[src/rtl/mul_pkg.sv]
package mul_pkg;

    localparam int unsigned MUL_W = 32;

    typedef enum logic [0:0] {
        ST_IDLE = 1'b0,
        ST_RUN  = 1'b1
    } mul_state_e;

    function automatic int unsigned cnt_bits(input int unsigned w);
        return (w > 1) ? $clog2(w) : 1;
    endfunction

endpackage

[src/rtl/mul_ctrl.sv]
module mul_ctrl
    import mul_pkg::*;
#(
    parameter int unsigned W = MUL_W
) (
    input  logic clk,
    input  logic rst,
    input  logic start,
    output logic load,
    output logic step,
    output logic busy,
    output logic done
);
    localparam int unsigned CW = cnt_bits(W);
    localparam logic [CW-1:0] LAST = CW'(W - 1);

    mul_state_e      state_q;
    logic [CW-1:0]   iter_q;
    logic            done_q;

    assign load = (state_q == ST_IDLE) && start;
    assign step = (state_q == ST_RUN);
    assign busy = (state_q == ST_RUN);
    assign done = done_q;

    always_ff @(posedge clk) begin
        if (rst) begin
            state_q <= ST_IDLE;
            iter_q  <= '0;
            done_q  <= 1'b0;
        end else begin
            done_q <= 1'b0;
            case (state_q)
                ST_IDLE: begin
                    if (start) begin
                        state_q <= ST_RUN;
                        iter_q  <= '0;
                    end
                end
                ST_RUN: begin
                    if (iter_q == LAST) begin
                        state_q <= ST_IDLE;
                        done_q  <= 1'b1;
                    end
                    iter_q <= iter_q + 1'b1;
                end
                default: state_q <= ST_IDLE;
            endcase
        end
    end
endmodule

[src/rtl/mul_datapath.sv]
module mul_datapath
    import mul_pkg::*;
#(
    parameter int unsigned W = MUL_W
) (
    input  logic           clk,
    input  logic           rst,
    input  logic           load,
    input  logic           step,
    input  logic [W-1:0]   mcand_in,
    input  logic [W-1:0]   mplier_in,
    output logic [2*W-1:0] prod
);
    logic [W-1:0]   mcand_q;
    logic [2*W-1:0] prod_q;
    logic [W:0]     hi_sum;
    logic [W-1:0]   addend;

    assign addend = prod_q[0] ? mcand_q : '0;
    assign hi_sum = {1'b0, prod_q[2*W-1:W]} + {1'b0, addend};
    assign prod   = prod_q;

    always_ff @(posedge clk) begin
        if (rst) begin
            mcand_q <= '0;
            prod_q  <= '0;
        end else if (load) begin
            mcand_q <= mcand_in;
            prod_q  <= {{W{1'b0}}, mplier_in};
        end else if (step) begin
            prod_q  <= {hi_sum, prod_q[W-1:1]};
        end
    end
endmodule

[src/rtl/seq_mul.sv]
module seq_mul
    import mul_pkg::*;
#(
    parameter int unsigned W = MUL_W
) (
    input  logic           clk,
    input  logic           rst,
    input  logic           start,
    input  logic [W-1:0]   multiplicand,
    input  logic [W-1:0]   multiplier,
    output logic           busy,
    output logic           done,
    output logic [2*W-1:0] product
);
    logic load, step;

    mul_ctrl #(.W(W)) u_ctrl (
        .clk  (clk),
        .rst  (rst),
        .start(start),
        .load (load),
        .step (step),
        .busy (busy),
        .done (done)
    );

    mul_datapath #(.W(W)) u_dp (
        .clk      (clk),
        .rst      (rst),
        .load     (load),
        .step     (step),
        .mcand_in (multiplicand),
        .mplier_in(multiplier),
        .prod     (product)
    );
endmodule

[config.mk]
export PLATFORM = sky130hd
export DESIGN_NAME = seq_mul
export DESIGN_NICKNAME = d
export VERILOG_FILES = /design/src/rtl/mul_pkg.sv /design/src/rtl/mul_ctrl.sv /design/src/rtl/mul_datapath.sv /design/src/rtl/seq_mul.sv
export SDC_FILE = /design/constraint.sdc
export NUM_CORES = 1
export LEC_CHECK = 0
export ABC_AREA = 1
export BUFFER_PORTS_ARGS = -buffer_cell sky130_fd_sc_hd__buf_4
export CAP_MARGIN = 5
export CORE_ASPECT_RATIO = 1.2
export CORE_MARGIN = 10
export CORE_UTILIZATION = 35
export DETAILED_ROUTE_END_ITERATION = 8
export PLACE_DENSITY = 0.55
export SYNTH_ARGS = -nofsm -noshare
export SYNTH_HDL_FRONTEND = slang
export SYNTH_HIERARCHICAL = 1
export SYNTH_SLANG_ARGS = --single-unit
[constraint.sdc]
create_clock -name clk -period 3.2 [get_ports clk]
set_clock_uncertainty 0.1 [all_clocks]
set_input_delay 0.64 -clock clk [delete_from_list [all_inputs] [get_ports clk]]
set_output_delay 0.64 -clock clk [all_outputs]
set_load 0.01 [all_outputs]
### Word-level counts from Yosys, hierarchy flattened

Index checks and enable logic that the tools add are counted.

* register bits after elaboration: 103
* logic and storage cells: 24
* input bits: 67

* reduce and logical (&&, ||, !) cells: 4
* bitwise gates (word level): 1
* add/subtract/negate cells: 2
* mux-type cells: 9
* equal/unequal tests: 2

Operators with widths (count)
* $mux W32: 3
* $add A32 B32 Y33: 1
* $pmux W5 S2: 1
* $add A5 B1 Y5 const B: 1
* $eq A5 B5 Y1 const B: 1
* $mux W5: 1
* $reduce_or A2 Y1: 2
* $mux W1: 3
* $ne A2 B2 Y1 const B: 1
* $pmux W1 S2: 1
* $reduce_bool A2 Y1: 1
* $logic_and A1 B1 Y1: 1
* $not A1 Y1: 1

### Logic depth before layout (Yosys ltp)

* depth after elaboration: 4
* gate-level depth with buffers: 17

### Cells and area by module

The synthesis kept the hierarchy.

By module, submodules not included
* mul_datapath: times used 1, area an instance 6293.5 um^2, cells each 1033, seq. area each 1921.8 um^2
* mul_ctrl: times used 1, area an instance 350.3 um^2, cells each 45, seq. area each 140.1 um^2

### Least setup slack after synthesis

Ideal clock, no wire load.

* path type: register to register
* start point: reg u_dp.prod_q[0], in the netlist u_dp/prod[0]
* end point: reg u_dp.prod_q[55], in the netlist u_dp/prod[55]
* cell stages (with the launch flop): 17
* buffers on the path: 2
* slack: 0.868 ns
* period minus slack after synthesis: 2.332 ns
* data arrival time: 2.123 ns
* required time: 2.991 ns
* cell sequence: dfxtp_1 > clkbuf_1 > clkbuf_1 > nand2_1 > inv_1 > ha_1 > fa_1 > nand3_1 > nand3_1 > nand2_1 > nand2_2 > nand3_1 > nand3_2 > nand2_1 > nand3_1 > nand2_1 > inv_1

* cells in the longest elaborated chain, start to end: 2

Ends and longest elaborated chain
* from (decl): RTL line mul_datapath.sv:15 `logic [2*W-1:0] prod_q;`
* from (signal assigned): RTL line mul_datapath.sv:29 `prod_q <= {{W{1'b0}}, mplier_in};`
* from (signal assigned): RTL line mul_datapath.sv:31 `prod_q <= {hi_sum, prod_q[W-1:1]};`
* $mux W32: RTL line mul_datapath.sv:19 `assign addend = prod_q[0] ? mcand_q : '0;`
* $add A32 B32 Y33: RTL line mul_datapath.sv:20 `assign hi_sum = {1'b0, prod_q[2*W-1:W]} + {1'b0, addend};`

Every way passes these cells.
A chain may end at the register's enable or synchronous reset.

### Worst setup path after layout

Ends and elaborated chain as after synthesis.

==> flow_summary.toml <==
[run_status]
outcome = "finished, final reports clean"

[placed_design]
port_buffers = 132
gp_congestion = 0.8866
place_hpwl_um = 16000

[synth]
synthCells = 1078
synth_nets = 1181
syn_avg_cell_area_um2 = 6.163
ys_types = 34
synthFlopType = "dfxtp_1"
synth-edff-count = 0
synth_warnings = 6
ys_ff_latch = 103
ys_seq_area_share_pct = 31.04
synthArstFlopShare_pct = 0
yosys.area.top_type = "dfxtp_1"
yosys.cell_count.top_type = "nand2_1"
syn_area_um2 = 6644
synth_top_area_share_pct = 31.04
ys_top_cells_by_count = "271 x nand2_1, 199 x nor2_1, 175 x inv_1, 103 x dfxtp_1, 42 x o21ai_0"
ys_top_cells_by_area = "dfxtp_1 31%, nand2_1 15%, nor2_1 11%"

[detailed_routing]
vias = 6704
dr.first_iter.drc_count = 424
routed_via_density = 4.630
first_pass_iters = 7
wirelength_um = 20740
route.detailed.drc = 0
ant_nets = 0
wire_per_inst_um = 14.33

[floorplanning]
die_y_um = 170.9
boundaryPins = 133
dieArea_um2 = 24920
rows = 55
die_w_um = 145.8
start_util_pct = 35.36
core_um2 = 18790

[flow_run]
drv_cap = 0

[power]
power.density_nw_per_um2 = 421.7
ir_drop_mv = 0.2602
leakage_nw = 4.642

[clock_tree]
hold_buffers = 0
worstSkewPairLatency_ns = 0.36
htreeDepth = 3
cts_tree = "done"
cts_made_buffers = 9
root_buffer = "clkbuf_16"
clkSinkCount = 103
cts_setup_buffers = 0
cts.clk_slew.worst_paths_ns = 0.08
clock_path_buffers = 2
cts_resized = 0

[cells_and_area]
seqCellArea_um2 = 2063
syn_to_final_growth_pct = 22.28
drive_gt1_share_pct = 17.03
post-route-util_pct = 43.24
antenna_cells = 0
multi_input_area_um2 = 3685
finalNetCount = 1290
fill_cells = 2043

[setup_path]
critPathRequiredTime_ns = 3.37
slowest_delay_ns = 0.47
cp_slowest_cell = "fa_1"
crit_type = "reg -> reg"
cp-end-kind = "flip-flop"
critPathLaunchType = "flip-flop"
crit_fanout = 32
worstPathArrival_ns = 2.75
crit_chain = "buf_4 -> nand2_1 -> inv_1 -> ha_1 -> fa_1 -> nand3_1 -> nand3_1 -> nand2_1 -> nand2_2 -> nand3_1 -> nand3_2 -> nand2_1 -> nand3_1 -> nand2_1 -> inv_1"

[timing]
totalNegativeSetupSlack_ns = 0
worst_slew_margin_rel_pct = 55.98
worst-slew-pin-transition_ns = 0.6603
post-route-period-util_pct = 80.66
rsz0062_at_grt = "false"
max_freq_mhz = 387.4
finalHoldViolCount = 0
min_period_ns = 2.581
setup_viol = 0
final-max-slew-violation-count = 0

[global_route]
grt.total_usage_pct = 16.71
grtUsageMet2_pct = 27.53
first_global_vias = 6586
grtUsageMet1_pct = 20.15
grt_antenna_before_repair = 0
grt_pass1_wl_um = 34110
grt-ovfl-total = 0
grt_max_degree = 65
grt-busiest-layer = "met2"
grt_use_met3_pct = 5.495

[hold_path]
hold_path.class = "reg -> reg"
[cell usage in the layout, fill, tap and decap left out, drive strengths merged]
master,Yosys,final
o22ai,1,1
o211ai,1,1
buf,19,141
fa,1,1
xnor2,1,1
nand4,3,3
a21oi,28,28
nand3b,1,1
o221ai,32,32
clkinv,2,4
nor2,206,206
ha,35,35
clkbuf,24,10
clkinvlp,0,1
xor2,13,13
o21bai,3,3
o21ai,49,49
a21o,1,1
nand3,46,46
nand2,286,286
dfxtp,103,103
inv,186,189
nor3,37,37
[routing by layer]
layer  share of wire, %  up-vias
met5                  0        -
met4                1.5        0
met3                7.1       15
met2                 46      128
met1                 45     2993
li1                   -     3568
[final timing paths]
kind / slack [ns] / endpoint / from / cells after the start
max: 0.62 / u_dp/prod[55] / u_dp/prod[0] / 15
min: 0.38 / u_dp/mcand_q[19] / u_dp/mcand_q[19] / 2
max reg2reg: 0.62 / u_dp/prod[55] / u_dp/prod[0] / 15
min reg2reg: 0.38 / u_dp/mcand_q[19] / u_dp/mcand_q[19] / 2
[registers in the layout, indices dropped and copies added, names as in the netlist]
name / cells
u_ctrl/iter_q: 5
u_dp/mcand_q: 32
u_dp/prod: 64
u_ctrl/done: 1
u_ctrl/busy: 1
[worst max-delay path: cells and delay by family, from the launching register on]
kind          cells  cell delay (ns)
simple gates     10             1.03
fa+ha+maj         2             0.70
flops             1             0.33
buf+inv           3             0.31
[final cells by class]
type | instances | share of cell area [%]
Clock buffer | 10 | 2.942
Multi-Input combinational cell | 744 | 45.36
Clock inverter | 6 | 0.6469
Inverter | 188 | 8.686
Tap cell | 256 | 3.943
Sequential cell | 103 | 25.40
Timing Repair Buffer | 141 | 13.03
[stage by stage]
stage | total power [W] | hold WS (ns) | worst slack, ns | cell area, um^2 | cells
3_3_place_gp | 0.002351 | 0.3625 | 0.6677 | 7833 | 1432
4_1_cts | 0.003476 | 0.3825 | 0.6243 | 8124 | 1448
2_1_floorplan | 0.002004 | 0.3339 | 0.8684 | 6644 | 1078
3_5_place_dp | 0.002350 | 0.3722 | 0.6383 | 7833 | 1432
5_1_grt | 0.003630 | 0.3959 | 0.3523 | 8124 | 1448
6_report | 0.003426 | 0.3790 | 0.6190 | 8124 | 1448
[report_power, final]
| part | switching (W) | internal (W) | total (W) |
|---|---|---|---|
| clock | 0.000552 | 0.000564 | 0.00112 |
| sequential | 0.000104 | 0.00141 | 0.00151 |
| combinational | 0.000465 | 0.000335 | 0.000800 |
| total | 0.00112 | 0.00231 | 0.00343 |
[cells by family (layout without fill, tap and decap cells)]
logic type / Yosys count / in the layout / share of synthesized area (%)
buf+inv: 231 / 345 / 13.50
flops: 103 / 103 / 31.04
fa+ha+maj: 36 / 36 / 6.893
simple gates: 579 / 579 / 35.88
compound gates: 115 / 115 / 10.85
xor+xnor: 14 / 14 / 1.846
(Power assumes the default switching activity.)
